===== src/rtl/xbar_pkg.sv =====
package xbar_pkg;
  localparam int BYTE_W = 8;
  localparam int CNT_W  = 4;

  typedef enum logic [2:0] {
    ST_IDLE,
    ST_ADDR,
    ST_CMD,
    ST_ACK,
    ST_SKIP
  } slv_state_t;
endpackage


===== src/rtl/i2c_sampler.sv =====
module i2c_sampler #(
  parameter int SYNC_STAGES = 2
) (
  input  logic clk,
  input  logic rst,
  input  logic scl_i,
  input  logic sda_i,
  output logic sda_s,
  output logic start_p,
  output logic stop_p,
  output logic rise_p,
  output logic fall_p
);
  logic [SYNC_STAGES-1:0] scl_chain, sda_chain;
  logic scl_q, sda_q, scl_s;

  always_ff @(posedge clk) begin
    if (rst) begin
      scl_chain <= '1;
      sda_chain <= '1;
      scl_q     <= 1'b1;
      sda_q     <= 1'b1;
    end else begin
      scl_chain <= {scl_chain[SYNC_STAGES-2:0], scl_i};
      sda_chain <= {sda_chain[SYNC_STAGES-2:0], sda_i};
      scl_q     <= scl_s;
      sda_q     <= sda_s;
    end
  end

  assign scl_s   = scl_chain[SYNC_STAGES-1];
  assign sda_s   = sda_chain[SYNC_STAGES-1];
  assign start_p = scl_s & scl_q & sda_q & ~sda_s;
  assign stop_p  = scl_s & scl_q & ~sda_q & sda_s;
  assign rise_p  = scl_s & ~scl_q;
  assign fall_p  = ~scl_s & scl_q;
endmodule


===== src/rtl/i2c_wr_slave.sv =====
module i2c_wr_slave
  import xbar_pkg::*;
#(
  parameter logic [BYTE_W-1:0] ADDR_LO = 8'h86,
  parameter logic [BYTE_W-1:0] ADDR_HI = 8'h06
) (
  input  logic              clk,
  input  logic              rst,
  input  logic              start_p,
  input  logic              stop_p,
  input  logic              rise_p,
  input  logic              fall_p,
  input  logic              sda_s,
  input  logic              strap_i,
  output logic              sda_pull,
  output logic              wr_valid,
  output logic [BYTE_W-1:0] wr_byte
);
  slv_state_t        st;
  logic [CNT_W-1:0]  cnt;
  logic [BYTE_W-1:0] shreg;
  logic [BYTE_W-1:0] my_addr;
  logic              byte_done;

  assign my_addr   = strap_i ? ADDR_HI : ADDR_LO;
  assign byte_done = fall_p && (cnt == CNT_W'(BYTE_W));

  always_ff @(posedge clk) begin
    if (rst) begin
      st       <= ST_IDLE;
      cnt      <= '0;
      shreg    <= '0;
      sda_pull <= 1'b0;
      wr_valid <= 1'b0;
      wr_byte  <= '0;
    end else begin
      wr_valid <= 1'b0;
      if (start_p) begin
        st       <= ST_ADDR;
        cnt      <= '0;
        sda_pull <= 1'b0;
      end else if (stop_p) begin
        st       <= ST_IDLE;
        cnt      <= '0;
        sda_pull <= 1'b0;
      end else begin
        unique case (st)
          ST_ADDR, ST_CMD: begin
            if (rise_p) begin
              shreg <= {shreg[BYTE_W-2:0], sda_s};
              cnt   <= cnt + 1'b1;
            end else if (byte_done) begin
              cnt <= '0;
              if (st == ST_CMD) begin
                sda_pull <= 1'b1;
                wr_valid <= 1'b1;
                wr_byte  <= shreg;
                st       <= ST_ACK;
              end else if (shreg == my_addr) begin
                sda_pull <= 1'b1;
                st       <= ST_ACK;
              end else begin
                st <= ST_SKIP;
              end
            end
          end
          ST_ACK: begin
            if (fall_p) begin
              sda_pull <= 1'b0;
              st       <= ST_CMD;
            end
          end
          default: ;
        endcase
      end
    end
  end
endmodule


===== src/rtl/xbar_code_map.sv =====
module xbar_code_map #(
  parameter int OUT_W = 3,
  parameter int IN_W  = 3
) (
  input  logic [7:0]       cmd,
  output logic             out_hit,
  output logic [OUT_W-1:0] out_idx,
  output logic [IN_W-1:0]  in_idx
);
  always_comb begin
    out_hit = 1'b1;
    unique case (cmd[7:3])
      5'b00101: out_idx = OUT_W'(0);
      5'b00100: out_idx = OUT_W'(1);
      5'b00011: out_idx = OUT_W'(2);
      5'b00010: out_idx = OUT_W'(3);
      5'b00001: out_idx = OUT_W'(4);
      5'b00000: out_idx = OUT_W'(5);
      default: begin
        out_hit = 1'b0;
        out_idx = '0;
      end
    endcase
  end

  always_comb begin
    unique case (cmd[2:0])
      3'b011:  in_idx = IN_W'(0);
      3'b010:  in_idx = IN_W'(1);
      3'b000:  in_idx = IN_W'(2);
      3'b001:  in_idx = IN_W'(3);
      3'b100:  in_idx = IN_W'(4);
      3'b101:  in_idx = IN_W'(5);
      3'b111:  in_idx = IN_W'(6);
      default: in_idx = IN_W'(7);
    endcase
  end
endmodule


===== src/rtl/xbar_route_cfg.sv =====
module xbar_route_cfg #(
  parameter int N_IN        = 8,
  parameter int N_OUT       = 6,
  parameter int SYNC_STAGES = 2,
  localparam int IN_W  = $clog2(N_IN),
  localparam int OUT_W = $clog2(N_OUT)
) (
  input  logic                  clk,
  input  logic                  rst,
  input  logic                  scl_i,
  input  logic                  sda_i,
  input  logic                  strap_i,
  output logic                  sda_pull_o,
  output logic [N_OUT*IN_W-1:0] route_sel_o,
  output logic [N_OUT-1:0]      route_cfg_o
);
  logic       sda_s, start_p, stop_p, rise_p, fall_p;
  logic       wr_valid, out_hit;
  logic [7:0] wr_byte;
  logic [OUT_W-1:0] out_idx;
  logic [IN_W-1:0]  in_idx;

  i2c_sampler #(.SYNC_STAGES(SYNC_STAGES)) u_smp (
    .clk(clk), .rst(rst), .scl_i(scl_i), .sda_i(sda_i), .sda_s(sda_s),
    .start_p(start_p), .stop_p(stop_p), .rise_p(rise_p), .fall_p(fall_p)
  );

  i2c_wr_slave u_slv (
    .clk(clk), .rst(rst), .start_p(start_p), .stop_p(stop_p),
    .rise_p(rise_p), .fall_p(fall_p), .sda_s(sda_s), .strap_i(strap_i),
    .sda_pull(sda_pull_o), .wr_valid(wr_valid), .wr_byte(wr_byte)
  );

  xbar_code_map #(.OUT_W(OUT_W), .IN_W(IN_W)) u_map (
    .cmd(wr_byte), .out_hit(out_hit), .out_idx(out_idx), .in_idx(in_idx)
  );

  for (genvar k = 0; k < N_OUT; k++) begin : g_sink
    always_ff @(posedge clk) begin
      if (rst) begin
        route_sel_o[k*IN_W +: IN_W] <= '0;
        route_cfg_o[k]              <= 1'b0;
      end else if (wr_valid && out_hit && out_idx == OUT_W'(k)) begin
        route_sel_o[k*IN_W +: IN_W] <= in_idx;
        route_cfg_o[k]              <= 1'b1;
      end
    end
  end
endmodule


===== config.mk =====
export PLATFORM = sky130hd
export DESIGN_NAME = xbar_route_cfg
export DESIGN_NICKNAME = d
export VERILOG_FILES = /design/src/rtl/xbar_pkg.sv /design/src/rtl/i2c_sampler.sv /design/src/rtl/i2c_wr_slave.sv /design/src/rtl/xbar_code_map.sv /design/src/rtl/xbar_route_cfg.sv
export SDC_FILE = /design/constraint.sdc
export NUM_CORES = 1
export LEC_CHECK = 0
export ABC_AREA = 1
export CELL_PAD_IN_SITES_DETAIL_PLACEMENT = 1
export CELL_PAD_IN_SITES_GLOBAL_PLACEMENT = 2
export CORE_UTILIZATION = 40
export CTS_BUF_LIST = sky130_fd_sc_hd__clkbuf_4
export DETAILED_ROUTE_END_ITERATION = 8
export DONT_BUFFER_PORTS = 1
export HOLD_SLACK_MARGIN = 0.05
export PLACE_DENSITY_LB_ADDON = 0.1
export SLEW_MARGIN = 10
export SYNTH_ARGS = -nofsm -noshare
export SYNTH_HDL_FRONTEND = slang
export SYNTH_SLANG_ARGS = --single-unit

===== constraint.sdc =====
create_clock -name clk -period 2.6 [get_ports clk]
set_input_delay 0.26 -clock clk [delete_from_list [all_inputs] [get_ports clk]]
set_output_delay 0.26 -clock clk [all_outputs]
set_load 0.1 [all_outputs]

==> out/qor.yml, run 1 <==
logic_synthesis:
  postSynth.asyncResetShare_pct: 0
  synthSimpleGateAreaFrac_pct: 26.2
  ys_seq_area_share_pct: 45.7
  yosysWarnings: 0
  synth_edf_count: 0
  syn_area_um2: 2410
  syn_nets: 304
  synth_top_family_by_area: "simple AND/OR/NAND/NOR gates"
  syn_inst: 293
  ys_types: 33
  synth_mux_area_share_pct: 0
  synth_adder_area_share_pct: 3.11
  syn_area_per_cell_um2: 8.23
  synth-xor-area-share_pct: 0.727
  synth-compound-area-share_pct: 16.2
  synthFlopType: "dfxtp_1"
  synth-seq-cells: 55
setup_path:
  path_class: "register to primary output"
  cp_max_fo: 2
  crit_arrival_ps: 1400
  worst_r2r_path_depth: 6
  r2r_slack_ps: 1090
  endpoint_kind: "primary output"
  cp_data_required_time_ps: 2340
  start_kind: "register"
  crit_cells: 0
die:
  dieArea_um2: 6340
  ios: 30
  die_w_um: 79.6
  rows: 27
  start_util_pct: 42.7
  die-height_um: 79.6
  core_um2: 5640
finish:
  fill_cells: 696
  multi_input_area_um2: 1120
  syn_to_final_growth_pct: 7.32
  diodes: 0
  final-seq-area_um2: 1100
  final_core_util_pct: 45.9
  drive_gt1_share_pct: 16.9
  layout.nets: 313
clock_tree:
  cts_buffers: 5
  cts_resized: 0
  h-tree-depth: 2
  root_buffer: "clkbuf_4"
  clock_path_buffers: 2
  cts_tree: "done"
  cts_sinks: 55
  clkSlewWorstSetupHoldPaths_ps: 160
  postCtsSetupBuffers: 0
  clk_latency_ps: 380
grt:
  grt_pass1_wl_mm: 9.04
  antenna_found_initial: 0
  grtUsageTotal_pct: 18.8
  grt-ovfl-total: 0
  grt_pass1_vias: 1961
  grt_max_degree: 28
pwr:
  p_leak_nw: 0.987
  power.density_nw_per_um2: 511
  vdd.ir_drop.worst_uv: 234
drt:
  via_per_inst: 5.10
  first_pass_iters: 4
  ant_nets: 0
  drcViolationCount: 0
  drt-initial-drc-count: 50
  wire_per_inst_um: 14.3
  finalWirelength_mm: 5.34
  num_vias: 1907
sta:
  setup_viol: 0
  slew_viol_final: 0
  fin_skew_ps: 16.1
  finalSetupTns_ps: 0
  slew_headroom_pct: 33.5
  rsz0062_at_grt: "no"
  hold_ws_ps: 155
  tightest_slew_ps: 997
  hold_viol_final: 0
  min_period_over_period_pct: 63.7
  fmax_mhz: 604
  period_needed_ps: 1660
placement:
  io_buffers: 0
  place_congestion: 0.712
  hpwl_mm: 3.96
outcome:
  status: "finished, final reports clean"
min_path:
  hold_depth: 2
  hold_class: "input pin to register"
job:
  maxCapViolCount: 0
==> routing by layer <==
layer	up-vias	global-route usage, %	share of wire [%]
li1	988	-	-
met2	22	33.2	48
met5	-	0	0
met1	887	22.1	47
met4	0	6.55	1.8
met3	10	4.34	2.9
==> synthesized netlist by cell type (3+ instances only) <==
library cell	number	area, um2
nor2_1	42	158
nand2_1	30	113
nor2_4	8	90.1
nand3_1	9	45.0
nand4_1	6	37.5
inv_1	31	116
or2_2	4	25.0
a21oi_1	21	105
o21ai_1	32	160
clkbuf_1	4	15.0
nor3_1	7	35.0
ha_1	6	75.1
dfxtp_1	55	1100
o21ai_2	3	26.3
a21oi_2	6	52.6
inv_2	5	18.8
==> stage by stage <==
| stage | std cells | area, um2 | power [mW] | setup slack (ps) |
|---|---|---|---|---|
| 2_1_floorplan | 293 | 2410 | 0.941 | 1270 |
| 3_3_place_gp | 364 | 2500 | 0.954 | 1130 |
| 3_5_place_dp | 364 | 2500 | 0.955 | 1080 |
| 4_1_cts | 374 | 2590 | 1.35 | 918 |
| 5_1_grt | 374 | 2590 | 1.38 | 887 |
| 6_report | 374 | 2590 | 1.32 | 945 |
==> cell usage in the layout (no fill, tap or decap), types with 2 or more instances in the layout <==
cell,count
nand2_2,2
nor2_2,2
o21ai_1,32
nand2_1,30
a21oi_2,6
clkbuf_4,5
o21ai_2,3
inv_2,5
nor2_1,42
nor3_1,7
a21oi_1,21
xor2_1,2
nand4_1,6
nor2_4,8
nand3b_1,2
dfxtp_1,55
nand3_4,2
inv_1,31
nand2_4,2
buf_4,6
dlygate4sd3_1,3
or2_2,4
nand3_1,9
ha_1,6
==> cell type report <==
type,instances,area share [%]
clock buffer,5,1.45
timing repair buffer,9,2.90
clock inverter,2,0.629
inverter,37,5.85
tap,72,3.48
multi-input combinational,194,43.1
sequential,55,42.6
==> kinds of logic after synthesis <==
| kind of cell | Yosys count |
|---|---|
| and+or+nand+nor | 118 |
| AOI/OAI and AO/OA | 68 |
| DFF | 55 |
| buffers and inverters | 44 |
| adders and majority gates | 6 |
| xor gates and xnor gates | 2 |
==> registers in the layout, summed over array words and instances (netlist names) <==
register and flops:
u_smp.scl_q 1, u_slv.wr_valid 1, u_slv.cnt 4, u_slv.st 3, u_smp.scl_chain 2, route_sel_o 18, u_smp.sda_q 1, u_smp.sda_chain 2
u_slv.sda_pull 1, route_cfg_o 6, u_slv.shreg 8, u_slv.wr_byte 8
==> path summary, 6_finish.rpt <==
kind / start / end
setup reg to reg: u_slv.wr_byte[1]$_SDFFE_PP0P_ / route_sel_o[10]$_SDFFE_PP0P_
hold reg to reg: u_smp.scl_chain[0]$_SDFF_PP1_ / u_smp.scl_chain[1]$_SDFF_PP1_
hold / removal: rst / u_smp.scl_q$_SDFF_PP1_
setup / recovery: route_cfg_o[1]$_SDFFE_PP0P_ / route_cfg_o[1]
==> repair_timing <==
action | 4_1_cts | 5_1_grt
endpoints found under the hold margin | 11 | 0
setup endpoints to repair | 0 | 0
hold buffers | 3 | 0
==> report_power, final <==
group | internal (mW) | switching (mW)
sequential | 0.853 | 0.00809
clock | 0.104 | 0.277
combinational | 0.0278 | 0.0524
Note: power is estimated with default switching activity, not from simulation.
==> inputs of run 2 (changes only) <==
--- a/config.mk
+++ b/config.mk
@@ -8,7 +8,7 @@
 export ABC_AREA = 1
 export CELL_PAD_IN_SITES_DETAIL_PLACEMENT = 1
 export CELL_PAD_IN_SITES_GLOBAL_PLACEMENT = 2
-export CORE_UTILIZATION = 40
+export CORE_UTILIZATION = 35
 export CTS_BUF_LIST = sky130_fd_sc_hd__clkbuf_4
 export DETAILED_ROUTE_END_ITERATION = 8
 export DONT_BUFFER_PORTS = 1
==> constraint.sdc (replaced) <==
create_clock -name clk -period 1.33 [get_ports clk]
set_input_delay 0.133 -clock clk [delete_from_list [all_inputs] [get_ports clk]]
set_output_delay 0.133 -clock clk [all_outputs]
set_load 0.1 [all_outputs]
==> run 2 against run 1 <==
Against the previous run:
- setup slack got worse by 940 ps
- first-iteration DRC count increased by 14%
- non-clock buffer count increased by 51
- die area increased by 14%
- combinational power increased by 150%
- design area increased by 28%
- register-to-register slack got worse by 1100 ps
- highest routed layer unchanged
==> out/qor.yml, run 2 (synthesized netlist as in run 1, its figures left out) <==
sta:
  hold_viol_final: 0  # unchanged
  fin_skew_ps: 9.98  # -6.07 ps
  finalSetupTns_ps: 0  # unchanged
  period_needed_ps: 1330
  min_period_over_period_pct: 100
  slew_headroom_pct: 69.0  # +36 points
  setup_viol: 0  # unchanged
  hold_ws_ps: 142  # -13.3 ps
  fmax_mhz: 752
  rsz0062_at_grt: "yes"
  slew_viol_final: 0  # unchanged
  tightest_slew_ps: 464  # -533 ps
clock_tree:
  clock_path_buffers: 2  # unchanged
  clk_latency_ps: 370  # about the same
  root_buffer: "clkbuf_4"
  h-tree-depth: 2  # unchanged
  cts_tree: "done"
  cts_sinks: 55  # unchanged
  clkSlewWorstSetupHoldPaths_ps: 150  # about the same
  cts_buffers: 5  # unchanged
setup_path:
  path_buf_inv: 4
  r2r-start: "u_slv.cnt[0]$_SDFFE_PP0P_"
  critPathSlowestCell: "dfxtp_2"
  start_kind: "register"
  path_delay_family: "buffers and inverters"
  timing.critical_path.cells: "inv_2 -> ha_4 -> nand2_2 -> inv_2 -> nand3_4 -> nor2_4 -> buf_6 -> buf_4 -> a21oi_2"
  r2r_slack_ps: 0.3  # -1090 ps
  max_stage_delay_ps: 360
  r2r-end: "u_slv.wr_byte[3]$_SDFFE_PP0P_"
  cp_data_required_time_ps: 1610  # -730 ps
  path_class: "register to register"
  cp_max_fo: 8  # +6
  worst_r2r_path_depth: 9  # +3
  crit_arrival_ps: 1610  # +210 ps
  endpoint_kind: "register"
  path_common_cell: "inv_2"
job:
  maxCapViolCount: 0  # unchanged
grt:
  antenna_found_initial: 0  # unchanged
  grt_pass1_wl_mm: 9.96  # +10%
  grt-ovfl-total: 0  # unchanged
  grt_max_degree: 19  # -32%
  grtUsageTotal_pct: 17.3  # -1.5 points
  grt_pass1_vias: 2122  # +8.2%
drt:
  first_pass_iters: 4  # unchanged
  via_per_inst: 4.94  # -3.2%
  num_vias: 2123  # +11%
  ant_nets: 0  # unchanged
  drt-initial-drc-count: 57  # +14%
  drcViolationCount: 0  # unchanged
  wire_per_inst_um: 14.8  # +3.4%
  finalWirelength_mm: 6.35  # +19%
die:
  start_util_pct: 37.1  # -5.6 points
  die_w_um: 85  # +6.7%
  dieArea_um2: 7230  # +14%
  die-height_um: 85  # +6.7%
  rows: 29  # +7.4%
  ios: 30  # unchanged
  core_um2: 6490  # +15%
finish:
  fill_cells: 771  # +11%
  top_register: "route_sel_o"
  syn_to_final_growth_pct: 37.4
  final_common_cell: "buf_4"
  finalInstanceArea_um2: 3310  # +28%
  final_core_util_pct: 51.0  # +5.1 points
  layout.nets: 364  # +16%
  final_cell_mix: "buf_4, dfxtp_1, nor2_1"
  largestRegisters: "route_sel_o: 18 flops, u_slv.shreg: 8 flops, u_slv.wr_byte: 8 flops"
  largest_register_ffs: 18  # unchanged
  drive_gt1_share_pct: 49.3  # +32 points
  diodes: 0  # unchanged
pwr:
  total_power_mw: 2.58  # +95%
  power.density_nw_per_um2: 779  # +52%
  p_leak_nw: 1.29  # +31%
  vdd.ir_drop.worst_uv: 470  # +100%
min_path:
  hold_depth: 5  # +3
  holdPathEnd: "u_slv.st[2]$_SDFFE_PP0P_"
  hold_class: "input pin to register"
  hold_start: "strap_i"
placement:
  dpl_cell_area_um2: 2810  # +12%
  place_congestion: 0.733  # +2.9%
  io_buffers: 0  # unchanged
  hpwl_mm: 4.26  # +7.5%
outcome:
  status: "finished, final reports clean"
-- run 2: cell types whose count changed in the layout (fill, tap and decap cells not counted), moves of 7 or more --
cell	previous run	this run
inv_2	5	17
nand2_1	30	23
nor2_1	42	33
dfxtp_1	55	39
inv_1	31	15
buf_4	6	49
dfxtp_2	0	11
-- run 2: what timing repair did --
item	in CTS	in global routing
buffers inserted	0	10
pin swaps	6	23
endpoints found under the hold margin	11	0
hold buffers	4	0
setup endpoints to repair	23	32
resized for setup	19	85
-- run 2: report_power, final --
part	total [mW]	internal [mW]	switching [mW]
Combinational	0.198	0.0750	0.123
Sequential	1.68	1.66	0.0159
Clock	0.706	0.190	0.517
Total	2.58	1.92	0.656
-- run 2: final cells by class --
cell class	count	area (um2)	area share, %
Multi-Input combinational cell	194	1380	41.7
Sequential cell	55	1130	34.2
Timing Repair Buffer	60	495	15.0
Inverter	37	161	4.87
Tap cell	77	96.3	2.91
Clock buffer	5	37.5	1.13
Clock inverter	2	8.76	0.264
-- run 2: worst max-delay path by stage --
| stage | start | endpoint | slack [ps] | depth (start not counted) |
|---|---|---|---|---|
| after floorplan | route_sel_o[1]$_SDFFE_PP0P_ | route_sel_o[1]$_SDFFE_PP0P_ | 40 | 2 |
| after global placement | u_slv.wr_byte[1]$_SDFFE_PP0P_ | route_sel_o[16]$_SDFFE_PP0P_ | -20 | 6 |
| after detailed placement | u_slv.wr_byte[1]$_SDFFE_PP0P_ | route_sel_o[7]$_SDFFE_PP0P_ | -80 | 6 |
| after CTS | u_slv.wr_byte[0]$_SDFFE_PP0P_ | route_sel_o[7]$_SDFFE_PP0P_ | -4 | 8 |
| after global routing | u_slv.cnt[0]$_SDFFE_PP0P_ | u_slv.wr_byte[4]$_SDFFE_PP0P_ | -70 | 9 |
| final | u_slv.cnt[0]$_SDFFE_PP0P_ | u_slv.wr_byte[3]$_SDFFE_PP0P_ | 0.3 | 9 |
-- run 2: worst register-to-register path, cell delays in order, from the launching register on --
cell	delay [ps]
dfxtp_2	360
inv_2	70
ha_4	140
nand2_2	50
inv_2	60
nand3_4	120
nor2_4	150
buf_6	140
buf_4	120
a21oi_2	40
-- run 2: metal layers --
layer | vias up | share of wire [%] | wire length (um) | global-route usage [%]
li1 | 1080 | - | - | -
met1 | 1016 | 46 | 2940 | 23.8
met2 | 23 | 50 | 3150 | 28.1
met3 | 4 | 3.4 | 216 | 3.21
met4 | 0 | 0.65 | 41 | 4.62
met5 | - | 0 | 0 | 0
-- run 2: metrics by stage --
step	cells	worst slack [ps]
after floorplan	293	39.2
after global placement	409	-17.4
after CTS	420	-4.12
after global routing	430	-67.9
after detailed placement	409	-81.4
final	430	0.284
==> inputs of run 3 (changes only) <==
--- a/config.mk
+++ b/config.mk
@@ -6,12 +6,12 @@
 export NUM_CORES = 1
 export LEC_CHECK = 0
 export ABC_AREA = 1
+export BUFFER_PORTS_ARGS = -buffer_cell sky130_fd_sc_hd__buf_4
 export CELL_PAD_IN_SITES_DETAIL_PLACEMENT = 1
 export CELL_PAD_IN_SITES_GLOBAL_PLACEMENT = 2
-export CORE_UTILIZATION = 35
+export CORE_UTILIZATION = 32
 export CTS_BUF_LIST = sky130_fd_sc_hd__clkbuf_4
 export DETAILED_ROUTE_END_ITERATION = 8
-export DONT_BUFFER_PORTS = 1
 export HOLD_SLACK_MARGIN = 0.05
 export PLACE_DENSITY_LB_ADDON = 0.1
 export SLEW_MARGIN = 10
==> run 3 against run 2 <==
Against the previous run:
- sequential share of layout area increased by 0.14 points
- core utilization decreased by 5.6 points
- setup slack improved by 19 ps
- count of clock-buffer cells in the layout unchanged
- largest power group unchanged
- global-route usage decreased by 0.84 points
- combinational power about the same
- via count decreased by 0.19%
- sequential power about the same
- critical path depth decreased by 3
==> out/qor.yml, run 3 (synthesized netlist as in run 1, its figures left out) <==
sta:
  period_needed_ps: 1310  # -18.8 ps
  final.setup.worst_slack_ps: 19.1  # +18.8 ps
  rsz0062_at_grt: "yes"
  fin_skew_ps: 22.3  # +12.4 ps
  setup_viol: 0  # unchanged
  slew_headroom_pct: 73.5  # +4.5 points
  fmax_mhz: 763  # +1.4%
  min_period_over_period_pct: 98.6  # -1.4 points
  tightest_slew_ps: 397  # -66.4 ps
  slew_viol_final: 0  # unchanged
  hold_viol_final: 0  # unchanged
clock_tree:
  cts_buffers: 5  # unchanged
  cts_tree: "done"
  root_buffer: "clkbuf_4"
  clk_latency_ps: 390  # +20 ps
  h-tree-depth: 2  # unchanged
  clkSlewWorstSetupHoldPaths_ps: 190  # +40 ps
  clock_path_buffers: 2  # unchanged
  cts_sinks: 55  # unchanged
drt:
  wire_per_inst_um: 13.3  # -9.9%
  drcViolationCount: 0  # unchanged
  ant_nets: 0  # unchanged
  finalWirelength_mm: 6.05  # -4.7%
  first_pass_iters: 4  # unchanged
  drt-initial-drc-count: 40  # -30%
  via_per_inst: 4.66  # -5.7%
  num_vias: 2119  # -0.19%
finish:
  largest_register_ffs: 18  # unchanged
  layout.nets: 366  # +0.55%
  drive_gt1_share_pct: 47.5  # -1.8 points
  finalInstanceArea_um2: 3290  # -0.64%
  fill_cells: 869  # +13%
  final_cell_mix: "buf_4, dfxtp_1, nor2_1"
  diodes: 0  # unchanged
  largestRegisters: "route_sel_o: 18 flops, u_slv.shreg: 8 flops, u_slv.wr_byte: 8 flops"
  syn_to_final_growth_pct: 36.5
  final_common_cell: "buf_4"
  top_register: "route_sel_o"
setup_path:
  crit_arrival_ps: 1630  # +20 ps
  r2r_slack_ps: 20  # +20 ps
  cp_max_fo: 7  # -1
  r2r-end: "route_sel_o[4]$_SDFFE_PP0P_"
  cp_data_required_time_ps: 1650  # +40 ps
  start_kind: "register"
  r2r-start: "u_slv.wr_byte[5]$_SDFFE_PP0P_"
  endpoint_kind: "register"
  worst_r2r_path_depth: 6  # -3
  path_class: "register to register"
placement:
  dpl_cell_area_um2: 2880  # +2.5%
  io_buffers: 29  # +29
  place_congestion: 0.687  # -6.3%
  post-place-ws_ps: -137  # -56.0 ps
  hpwl_mm: 4.41  # +3.7%
pwr:
  p_sw_share_pct: 26.7  # +1.3 points
  power_frac_seq_pct: 62.4  # -2.5 points
  vdd.ir_drop.worst_uv: 405  # -14%
  p_leak_nw: 1.32  # +1.8%
  power.density_nw_per_um2: 816  # +4.8%
  total_power_mw: 2.69  # +4.2%
  p_int_mw: 1.97  # +2.4%
  p_clk_share_pct: 30.1  # +2.7 points
  combPwrFrac_pct: 7.4  # -0.3 points
  p_switching_mw: 0.717  # +9.3%
die:
  rows: 31  # +6.9%
  core_um2: 7250  # +12%
  dieArea_um2: 7890  # +9.1%
  start_util_pct: 33.2  # -3.9 points
  die-height_um: 88.8  # +4.5%
  die_w_um: 88.8  # +4.5%
  ios: 30  # unchanged
grt:
  grt_max_degree: 20  # +1
  grtUsageTotal_pct: 16.5  # -0.84 points
  antenna_found_initial: 0  # unchanged
  grt-ovfl-total: 0  # unchanged
  grt_pass1_vias: 2039  # -3.9%
  grt_pass1_wl_mm: 9.88  # -0.76%
job:
  maxCapViolCount: 0  # unchanged
min_path:
  hold_depth: 3  # -2
  hold_class: "input pin to register"
  holdPathEnd: "route_cfg_o[2]$_SDFFE_PP0P_"
  hold_start: "rst"
outcome:
  status: "finished, final reports clean"
run 3: changes by cell type in the layout (fill, tap and decap cells not counted), sizes merged:
cell,delta
clkinv,-1
buf,+4
inv,+2
dlygate4sd3,-2
run 3: worst max path at each step:
| stage | endpoint | cells after the start | start | slack, ps |
|---|---|---|---|---|
| 2_1_floorplan | route_sel_o[1]$_SDFFE_PP0P_ | 2 | route_sel_o[1]$_SDFFE_PP0P_ | 40 |
| 3_3_place_gp | route_sel_o[10]$_SDFFE_PP0P_ | 6 | u_slv.wr_byte[1]$_SDFFE_PP0P_ | -90 |
| 3_5_place_dp | route_sel_o[10]$_SDFFE_PP0P_ | 6 | u_slv.wr_byte[1]$_SDFFE_PP0P_ | -140 |
| 4_1_cts | route_sel_o[10]$_SDFFE_PP0P_ | 6 | u_slv.wr_byte[1]$_SDFFE_PP0P_ | -10 |
| 5_1_grt | u_slv.st[0]$_SDFFE_PP0P_ | 11 | u_slv.cnt[0]$_SDFFE_PP0P_ | -80 |
| 6_report | route_sel_o[4]$_SDFFE_PP0P_ | 6 | u_slv.wr_byte[5]$_SDFFE_PP0P_ | 20 |
run 3: layer usage:
metal / up-vias / GRT usage, % / part of all wire, %
li1: 1088 / - / -
met1: 1007 / 21.5 / 48
met2: 19 / 27.5 / 49
met3: 5 / 3.26 / 2.0
met4: 0 / 5.28 / 1.2
met5: - / 0 / 0
run 3: layout make-up:
| class | count | area (um2) | share of cell area (%) |
|---|---|---|---|
| clock buffers | 5 | 37.5 | 1.14 |
| clock inverters | 3 | 26.3 | 0.798 |
| inverters | 37 | 161 | 4.90 |
| multi-input cells | 194 | 1320 | 40.0 |
| flip-flops and latches | 55 | 1130 | 34.4 |
| well taps | 99 | 124 | 3.76 |
| repair buffers | 62 | 494 | 15.0 |
run 3: critical path, cell delays in order (launching register included):
cell     delay [ps]
dfxtp_4         410
nand2_4          70
nand4_4         220
nor2_4          340
inv_1            80
nor2_1          100
nor2_1           40
run 3: what timing repair did:
action / CTS / global route
pin swaps: 7 / 23
resized for setup: 16 / 67
hold endpoints to repair: 2 / 0
buffers inserted: 2 / 8
hold buffers: 2 / 0
endpoints found under the setup margin: 25 / 37
run 3: metrics by stage:
stage	hold slack (ps)	util, %	TNS (ps)	instances
after floorplan	237	-	0	293
after global placement	320	39.7	-695	435
after detailed placement	321	39.7	-1180	435
after CTS	55.6	41.7	-14.2	447
after global routing	55.2	45.4	-790	455
final	60.4	45.4	0	455
run 3: power groups by stage:
stage / sequential, mW / clock, mW / combinational, mW
after floorplan: 1.72 / 0 / 0.124
after global placement: 1.72 / 0 / 0.184
after detailed placement: 1.72 / 0 / 0.185
after CTS: 1.68 / 0.852 / 0.192
after global routing: 1.68 / 0.908 / 0.226
final: 1.68 / 0.810 / 0.200
